--- config.mk ---
export PLATFORM = sky130hd
export DESIGN_NAME = curlim_latch
export DESIGN_NICKNAME = d
export VERILOG_FILES = /design/src/rtl/curlim_pkg.sv /design/src/rtl/cl_sync.sv /design/src/rtl/cl_rise.sv /design/src/rtl/cl_latch.sv /design/src/rtl/curlim_latch.sv
export SDC_FILE = /design/constraint.sdc
export NUM_CORES = 1
export LEC_CHECK = 0
export BUFFER_PORTS_ARGS = -buffer_cell sky130_fd_sc_hd__clkbuf_2
export CELL_PAD_IN_SITES_DETAIL_PLACEMENT = 1
export CELL_PAD_IN_SITES_GLOBAL_PLACEMENT = 1
export CORE_AREA = 2 2 39 41
export CTS_CLUSTER_SIZE = 12
export DETAILED_ROUTE_END_ITERATION = 8
export DIE_AREA = 0 0 41 43
export HOLD_SLACK_MARGIN = 0.08
export PLACE_DENSITY = 0.7
export RECOVER_POWER = 25
export SYNTH_ARGS = -nofsm -noshare
export SYNTH_HDL_FRONTEND = slang
export SYNTH_SLANG_ARGS = --single-unit
--- constraint.sdc ---
create_clock -name clk_i -period 1.5 [get_ports clk_i]
set_input_delay 0.15 -clock clk_i [delete_from_list [all_inputs] [get_ports clk_i]]
set_output_delay 0.15 -clock clk_i [all_outputs]
set_load 0.03 [all_outputs]
--- src/rtl/curlim_pkg.sv ---
package curlim_pkg;
  typedef enum logic [1:0] {
    LIM_RUN   = 2'd0,
    LIM_HOLD  = 2'd1,
    LIM_ARMED = 2'd2
  } lim_state_e;
endpackage

--- src/rtl/cl_sync.sv ---
module cl_sync #(
  parameter int unsigned W      = 2,
  parameter int unsigned STAGES = 2
) (
  input  logic         clk_i,
  input  logic         rst_ni,
  input  logic [W-1:0] d_i,
  output logic [W-1:0] q_o
);
  logic [W-1:0] stg [STAGES];

  for (genvar s = 0; s < STAGES; s++) begin : g_stg
    always_ff @(posedge clk_i or negedge rst_ni) begin
      if (!rst_ni) stg[s] <= '0;
      else if (s == 0) stg[s] <= d_i;
      else stg[s] <= stg[(s == 0) ? 0 : s-1];
    end
  end

  assign q_o = stg[STAGES-1];
endmodule

--- src/rtl/cl_rise.sv ---
module cl_rise #(
  parameter int unsigned W = 2
) (
  input  logic         clk_i,
  input  logic         rst_ni,
  input  logic [W-1:0] d_i,
  output logic [W-1:0] rise_o
);
  logic [W-1:0] d_q;

  always_ff @(posedge clk_i or negedge rst_ni) begin
    if (!rst_ni) d_q <= '0;
    else d_q <= d_i;
  end

  assign rise_o = d_i & ~d_q;
endmodule

--- src/rtl/cl_latch.sv ---
module cl_latch
  import curlim_pkg::*;
#(
  parameter int unsigned NPH = 2
) (
  input  logic           clk_i,
  input  logic           rst_ni,
  input  logic           en_i,
  input  logic [NPH-1:0] ov_i,
  input  logic [NPH-1:0] top_i,
  input  logic [NPH-1:0] rise_i,
  output logic           lim_o
);
  lim_state_e     st_q;
  logic [NPH-1:0] cul_q;
  logic           cul_low;

  // every recorded phase must have its top command low
  assign cul_low = ~|(cul_q & top_i);

  always_ff @(posedge clk_i or negedge rst_ni) begin
    if (!rst_ni) begin
      st_q  <= LIM_RUN;
      cul_q <= '0;
    end else if (!en_i) begin
      st_q  <= LIM_RUN;
      cul_q <= '0;
    end else if (|ov_i) begin
      st_q  <= LIM_HOLD;
      cul_q <= cul_q | ov_i;
    end else begin
      unique case (st_q)
        LIM_HOLD:  if (cul_low) st_q <= LIM_ARMED;
        LIM_ARMED: if (|rise_i) begin
          st_q  <= LIM_RUN;
          cul_q <= '0;
        end
        default:   st_q <= LIM_RUN;
      endcase
    end
  end

  assign lim_o = (st_q != LIM_RUN);
endmodule

--- src/rtl/curlim_latch.sv ---
module curlim_latch #(
  parameter int unsigned NPH         = 2,
  parameter int unsigned SYNC_STAGES = 2
) (
  input  logic           clk_i,
  input  logic           rst_ni,
  input  logic [NPH-1:0] over_i,
  input  logic [NPH-1:0] top_i,
  input  logic           lim_en_i,
  output logic           limit_o,
  output logic           dis_o
);
  logic [NPH-1:0] ov_s;
  logic [NPH-1:0] top_s;
  logic [NPH-1:0] top_rise;
  logic           lim;

  cl_sync #(.W(NPH), .STAGES(SYNC_STAGES)) u_sync_ov (
    .clk_i(clk_i), .rst_ni(rst_ni), .d_i(over_i), .q_o(ov_s)
  );

  cl_sync #(.W(NPH), .STAGES(SYNC_STAGES)) u_sync_top (
    .clk_i(clk_i), .rst_ni(rst_ni), .d_i(top_i), .q_o(top_s)
  );

  cl_rise #(.W(NPH)) u_rise (
    .clk_i(clk_i), .rst_ni(rst_ni), .d_i(top_s), .rise_o(top_rise)
  );

  cl_latch #(.NPH(NPH)) u_latch (
    .clk_i(clk_i), .rst_ni(rst_ni), .en_i(lim_en_i),
    .ov_i(ov_s), .top_i(top_s), .rise_i(top_rise), .lim_o(lim)
  );

  assign limit_o = lim;
  assign dis_o   = lim;
endmodule

After elaboration in Yosys (flattened, before gate mapping)

Index checks and enable logic that the tools add are counted.

Muxes and demuxes: 8
Bitwise operators: 4
Reduce and logical (&&, ||, !) cells: 6
Equal/unequal tests: 6

Operators by type and width:

| cell                 | number |
|---|---|
| $mux W2              | 7 |
| $ne A3 B1 Y1 const B | 2 |
| $reduce_or A2 Y1     | 3 |
| $and A2 B2 Y2        | 2 |
| $ne A4 B2 Y1 const B | 1 |
| $ne A4 B4 Y1 const B | 1 |
| $pmux W2 S2          | 1 |
| $reduce_and A2 Y1    | 2 |
| $eq A2 B1 Y1 const B | 1 |
| $eq A2 B2 Y1 const B | 1 |
| $not A2 Y2           | 1 |
| $or A2 B2 Y2         | 1 |
| $reduce_bool A2 Y1   | 1 |

Flip-flop bits (word level): 14
Logic and storage cells: 31
Output and inout port bits: 2

Longest topological paths before layout

Gate-level depths: netlist of run 1.

Depth after elaboration: 7
Mapped depth: 3
Gate-level depth less buffers: 3

By module

A second synthesis of run 1 with hierarchy kept.

Cell total of the unflattened synthesis: 36
Area, all modules: 511.7 µm²

Modules (own cells, without submodules):

| module       | sequential area each (µm²) | cells an instance | area an instance (µm²) | times used |
|---|---|---|---|---|
| cl_sync      | 100.1                      | 6                 | 115.1                  | 2 |
| cl_latch     | 100.1                      | 19                | 196.4                  | 1 |
| cl_rise      | 50.0                       | 4                 | 77.6                   | 1 |
| curlim_latch | 0.0                        | 1                 | 7.5                    | 1 |

Worst setup path before layout of run 1

OpenSTA, ideal clock, no wires.

Path type: register to output
From: reg u_latch.st_q[0]
To: out limit_o
Data required time: 1350 ps
Slack: 410 ps
Buffers on the path: 1
Arrival time: 940 ps
Stages on the path, launching flop included: 3
Cells stage by stage: dfrtp_1 or2_1 buf_4

Word-level cells in the longest chain between the ends: 1

Ends and longest elaborated chain:

| item                   | RTL line           | source |
|---|---|---|
| start, declared        | cl_latch.sv:14     | `lim_state_e st_q;` |
| start signal, assigned | cl_latch.sv:23     | `st_q <= LIM_RUN;` |
| start signal, assigned | cl_latch.sv:26     | `st_q <= LIM_RUN;` |
| start signal, assigned | cl_latch.sv:29     | `st_q <= LIM_HOLD;` |
| $reduce_bool A2 Y1     | cl_latch.sv:43     | `assign lim_o = (st_q != LIM_RUN);` |
| end, declared          | curlim_latch.sv:10 | `output logic limit_o,` |

No other way between the ends.

Worst setup path after layout of run 1

From: reg u_latch.st_q[0]
To: out dis_o

Word-level cells in the longest chain between the ends: 1

Ends and longest elaborated chain:

| item               | RTL line           | source |
|---|---|---|
| $reduce_bool A2 Y1 | cl_latch.sv:43     |  |
| end, declared      | curlim_latch.sv:11 | `output logic dis_o` |

No other way between the ends.

==> qor.yml, run 1 <==
drt:
  wl_met2_um: 473
  viasPerCell: 4.90
  antenna_left: 0
  wl_met3_um: 27
  drc: 0
  m1WireLength_um: 276
  routed_wl_um: 788
  drt_pass1_iterations: 4
  wl_per_cell_um: 12.5
  highest_layer: "met4"
  vias: 309
  drtIter0Drc: 6
placement:
  dp_cells: 55
  placed_area_um2: 512
  dpl_worst_slack_ns: 0.455
  place.gp.congestion: 0.718
  port_buffers: 8
  dp_hpwl_um: 590
yosys:
  synth_top_area_frac: 0.763
  ys_seq_elements: 14
  synth_area_um2: 459
  async_flop_share: 1.00
  synth_top_area_cell: "dfrtp_1"
  seq_area_frac_synth: 0.763
  postSynthAreaPerCell_um2: 14.3
  ys.flop_type: "dfrtp_1"
  synth_edf_count: 0
  synth_area_leaders: "dfrtp_1 (76%), a31oi_1 (2.7%), o21ai_0 (2.2%)"
  yosysWarnings: 0
  netlist_instances: 32
  synth_cell_types: 16
  syn-num-nets: 39
power_and_ir_drop:
  swShare: 0.217
  seq_power_share: 0.619
  total_power_uw: 658
  p_per_area_mw_per_mm2: 1130
  p_comb_frac: 0.089
  pwr-share-clk: 0.292
  power.net_switching_uw: 143
  vdd_drop_max_v: 0.000460
  p_leak_nw: 0.273
  p_int_uw: 516
die:
  start_util: 0.332
  dieArea_mm2: 0.00176
  placeableCoreArea_mm2: 0.00138
  die_height_um: 43
  ios: 9
  die_w_um: 41
  core.rowCount: 14
setup_path:
  critPathLaunchType: "flop"
  crit_type: "reg2out"
  cp_top_family: "flip-flops"
  path_buf_inv: 1
  arrival_ns: 1.11
  cp_max_fo: 4
  required_ns: 1.35
  slowest_stage: "dfrtp_1"
  cp-end-kind: "output pin"
  crit_chain: "or2_1, clkbuf_2"
  critPathMaxStageDelay_ns: 0.41
run_status:
  status: "finished, final reports clean"
clock_tree:
  cts_setup_buffers: 0
  cts.reportedPaths.clkPinSlew_ns: 0.07
  clk_path_buf_depth: 2
  numCtsBuffers: 3
  hold_buffers: 5
  cts_tree: "built"
  clock_latency_ns: 0.27
  cts_sinks: 14
  h-tree-depth: 1
  cts_resized: 0
  root_buffer: "clkbuf_4"
global_route:
  grt_remaining_overflow: 0
  grt_pass1_vias: 336
  grt_max_degree: 15
  grt_first_pass_wirelength_um: 1370
  antenna_found_initial: 0
  grt.total_usage: 0.129
timing:
  layout_worst_path_cycle_share: 0.839
  rsz0062_at_grt: "false"
  setup_slack_ns: 0.241
  hold_violations: 0
  slew_viol_final: 0
  fmax_ghz: 0.794
  setup_tns_ns: 0
  period_needed_ns: 1.26
  finalSetupViolations: 0
  slew_headroom: 0.781
  worstMarginPinSlew_ns: 0.328
  finalClockSkew_ns: 0.00600
flow_run:
  max-cap-violations: 0
finish:
  final_common_cell: "dfrtp_1"
  mostFrequentLayoutCells: "dfrtp_1 (14), clkbuf_2 (8), dlygate4sd3_1 (5), clkbuf_4 (3)"
  stdcell_count: 63
  antennaDiodeCount: 0
  final_cell_area_um2: 584
  drive_gt1_frac: 0.234
  synthToLayoutAreaGrowth_pct: 27.2
  nNetsFinal: 56
worst_hold_path:
  min_path_type: "in2reg"
==> per-layer routing <==
| metal | global-route usage | vias up |
|---|---|---|
| li1 | - | 142 |
| met1 | 0.123 | 157 |
| met2 | 0.206 | 8 |
| met3 | 0.0471 | 2 |
| met4 | 0.100 | 0 |
| met5 | 0 | - |
==> final cells by class <==
cell class	instances	area (um^2)
clock buffer	3	22.5
multi-input combinational	15	93.8
timing repair buffer	13	90.1
sequential	14	350
tap	16	20.0
fill	150	800
inverter	2	7.51
==> final timing paths <==
| check | start | end | slack, ns | depth (start not counted) |
|---|---|---|---|---|
| hold reg to reg | u_sync_ov.stg[2] | u_sync_ov.q_o[0] | 0.35 | 0 |
| max in group asynchronous | rst_ni | u_rise.d_q[0] | 0.95 | 2 |
| setup reg to reg | u_sync_top.q_o[0] | u_latch.st_q[0] | 0.45 | 3 |
| min in group asynchronous | rst_ni | u_sync_ov.stg[2] | 0.30 | 2 |
| setup / recovery | u_latch.st_q[0] | dis_o | 0.24 | 2 |
| hold / removal | lim_en_i | u_latch.st_q[1] | 0.12 | 3 |
==> worst register-to-register path: stages (launching register included) <==
cell	delay, ns
dfrtp_1	0.37
a22oi_1	0.11
or3b_1	0.36
a21boi_1	0.14
==> power groups by stage <==
| stage | Clock, mW | Combinational (mW) | Sequential (mW) |
|---|---|---|---|
| global route | 0.231 | 0.0649 | 0.411 |
| CTS | 0.208 | 0.0594 | 0.408 |
| detailed placement | 0 | 0.0492 | 0.415 |
| floorplan | 0 | 0.0291 | 0.412 |
| global placement | 0 | 0.0468 | 0.414 |
| finish | 0.193 | 0.0583 | 0.408 |
==> flip-flops by register name, indices dropped and copies added (netlist names) <==
| signal | flops |
|---|---|
| u_sync_ov.stg | 2 |
| u_latch.cul_q | 2 |
| u_sync_top.q_o | 2 |
| u_rise.d_q | 2 |
| u_latch.st_q | 2 |
| u_sync_top.stg | 2 |
| u_sync_ov.q_o | 2 |
==> per-stage QoR <==
| step | utilization | hold WS, ns |
|---|---|---|
| global placement | 0.370 | 0.0624 |
| detailed placement | 0.370 | 0.0649 |
| floorplan | - | -0.146 |
| CTS | 0.422 | 0.106 |
| finish | 0.422 | 0.116 |
| global route | 0.422 | 0.111 |
==> cell usage after synthesis (all sizes together), types with 2 or more instances <==
library cell   n
a31oi          2
dfrtp         14
inv            2
o21ai          2
==> cell families (layout without fill, tap and decap cells) <==
logic type             count (synthesis)  in the layout  synth area share
buffers and inverters                  3             18            0.0327
and+or+nand+nor                        6              6            0.0790
DFF                                   14             14             0.763
AOI/OAI and AO/OA                      9              9             0.125
Power figures use the tool's default switching activity.
==> inputs of run 2 (changes only) <==
==> constraint.sdc (replaced) <==
create_clock -name clk_i -period 1.28 [get_ports clk_i]
set_input_delay 0.128 -clock clk_i [delete_from_list [all_inputs] [get_ports clk_i]]
set_output_delay 0.128 -clock clk_i [all_outputs]
set_load 0.03 [all_outputs]
==> qor.yml, run 2 (synthesis results as in run 1) <==
power_and_ir_drop:
  total_power_uw: 775  # +18%
  vdd_drop_max_v: 0.000543  # +18%
  p_per_area_mw_per_mm2: 1310  # +16%
  p_leak_nw: 0.278  # +1.8%
drt:
  antenna_left: 0  # unchanged
  viasPerCell: 4.89  # -0.29%
  routed_wl_um: 792  # +0.51%
  drt_pass1_iterations: 3  # -1
  drc: 0  # unchanged
  wl_per_cell_um: 12.4  # -1.1%
  drtIter0Drc: 4  # -2
  vias: 313  # +1.3%
timing:
  finalClockSkew_ns: 0.00600  # unchanged
  setup_slack_ns: 0.0887  # -0.152 ns
  hold_violations: 0  # unchanged
  slew_headroom: 0.781  # unchanged
  setup_tns_ns: 0  # unchanged
  period_needed_ns: 1.19
  worstMarginPinSlew_ns: 0.328  # unchanged
  fmax_ghz: 0.839
  layout_worst_path_cycle_share: 0.931
  rsz0062_at_grt: "false"
  slew_viol_final: 0  # unchanged
  finalSetupViolations: 0  # unchanged
clock_tree:
  cts_tree: "built"
  cts.reportedPaths.clkPinSlew_ns: 0.07  # about the same
  h-tree-depth: 1  # unchanged
  clock_latency_ns: 0.27  # about the same
  numCtsBuffers: 3  # unchanged
  root_buffer: "clkbuf_4"
  clk_path_buf_depth: 2  # unchanged
  cts_sinks: 14  # unchanged
placement:
  dpl_worst_slack_ns: 0.235  # -0.220 ns
  place.gp.congestion: 0.718  # about the same
  dp_hpwl_um: 590  # unchanged
  port_buffers: 8  # unchanged
global_route:
  antenna_found_initial: 0  # unchanged
  grt_pass1_vias: 336  # unchanged
  grt_first_pass_wirelength_um: 1370  # unchanged
  grt_max_degree: 15  # unchanged
  grt_remaining_overflow: 0  # unchanged
  grt.total_usage: 0.129  # unchanged
die:
  dieArea_mm2: 0.00176  # unchanged
  ios: 9  # unchanged
  die_height_um: 43  # unchanged
  placeableCoreArea_mm2: 0.00138  # unchanged
  die_w_um: 41  # unchanged
  start_util: 0.332  # unchanged
  core.rowCount: 14  # unchanged
setup_path:
  regToRegSetupSlack_ns: 0.17  # -0.28 ns
  arrival_ns: 1.06  # -0.05 ns
  rr_worst_depth: 4  # +1
  critPathLaunchType: "flop"
  setup.worst_path.start: "u_latch.st_q[0]"
  cp-end-kind: "output pin"
  rr_startpoint: "u_latch.st_q[0]"
  cp_max_fo: 2  # -2
  crit_type: "reg2out"
  required_ns: 1.15  # -0.20 ns
worst_hold_path:
  hold_path_depth: 3  # unchanged
  min_path_type: "in2reg"
  hp-start: "lim_en_i"
run_status:
  status: "finished, final reports clean"
finish:
  mostFrequentLayoutCells: "dfrtp_1 (14), clkbuf_2 (6), dlygate4sd3_1 (5), clkbuf_4 (3)"
  synthToLayoutAreaGrowth_pct: 28.9
  nNetsFinal: 57  # +1.8%
  fill_cells: 150  # unchanged
  antennaDiodeCount: 0  # unchanged
  drive_gt1_frac: 0.250  # +0.0160
  final_common_cell: "dfrtp_1"
flow_run:
  max-cap-violations: 0  # unchanged
[run 2: cell types whose count changed in the layout (fill, tap and decap cells not counted)]
cell / change
buf_4: +1
clkbuf_2: -2
buf_2: +2
[run 2: repair_timing]
item                                    in CTS  in global routing
hold buffers                                 5                  0
gates resized for setup                      0                  2
hold endpoints to repair                    18                  0
endpoints found under the setup margin       0                  2
buffers inserted                             0                  1
[run 2: worst paths after layout]
kind,to
max in group asynchronous,u_rise.d_q[0]
hold / removal,u_latch.st_q[1]
hold reg to reg,u_sync_ov.q_o[0]
setup reg to reg,u_latch.st_q[1]
setup / recovery,dis_o
min in group asynchronous,u_sync_ov.stg[2]
[run 2: area by class of cell]
class,instances,area (um^2),share of cell area
Inverter,2,7.51,0.0127
Timing Repair Buffer,14,97.6,0.165
Sequential cell,14,350,0.592
Clock buffer,3,22.5,0.0381
Multi-Input combinational cell,15,93.8,0.159
Tap cell,16,20.0,0.0338
[run 2: report_power, final]
part / internal, mW / switching, mW
Clock: 0.109 / 0.117
Sequential: 0.465 / 0.0114
Combinational: 0.0332 / 0.0390
Total: 0.607 / 0.167
[run 2: per-stage QoR]
stage | std cells | util | hold slack [ns] | cell area (um^2)
2_1_floorplan | 32 | - | -0.168 | 459
3_3_place_gp | 55 | 0.370 | 0.0404 | 512
3_5_place_dp | 55 | 0.370 | 0.0429 | 512
4_1_cts | 63 | 0.422 | 0.0837 | 584
5_1_grt | 64 | 0.428 | 0.0889 | 592
6_report | 64 | 0.428 | 0.0927 | 592
[run 2: per-layer routing]
| layer | vias to the layer above | track usage | part of all wire |
|---|---|---|---|
| met5 | - | 0 | 0 |
| met4 | 0 | 0.100 | 0.013 |
| met3 | 2 | 0.0471 | 0.035 |
| met2 | 8 | 0.206 | 0.60 |
| met1 | 158 | 0.123 | 0.35 |
| li1 | 145 | - | - |
[run 2: critical path, stage by stage, from the launching register on]
cell and delay (ns):
dfrtp_1 0.38, or2_1 0.23, buf_2 0.18
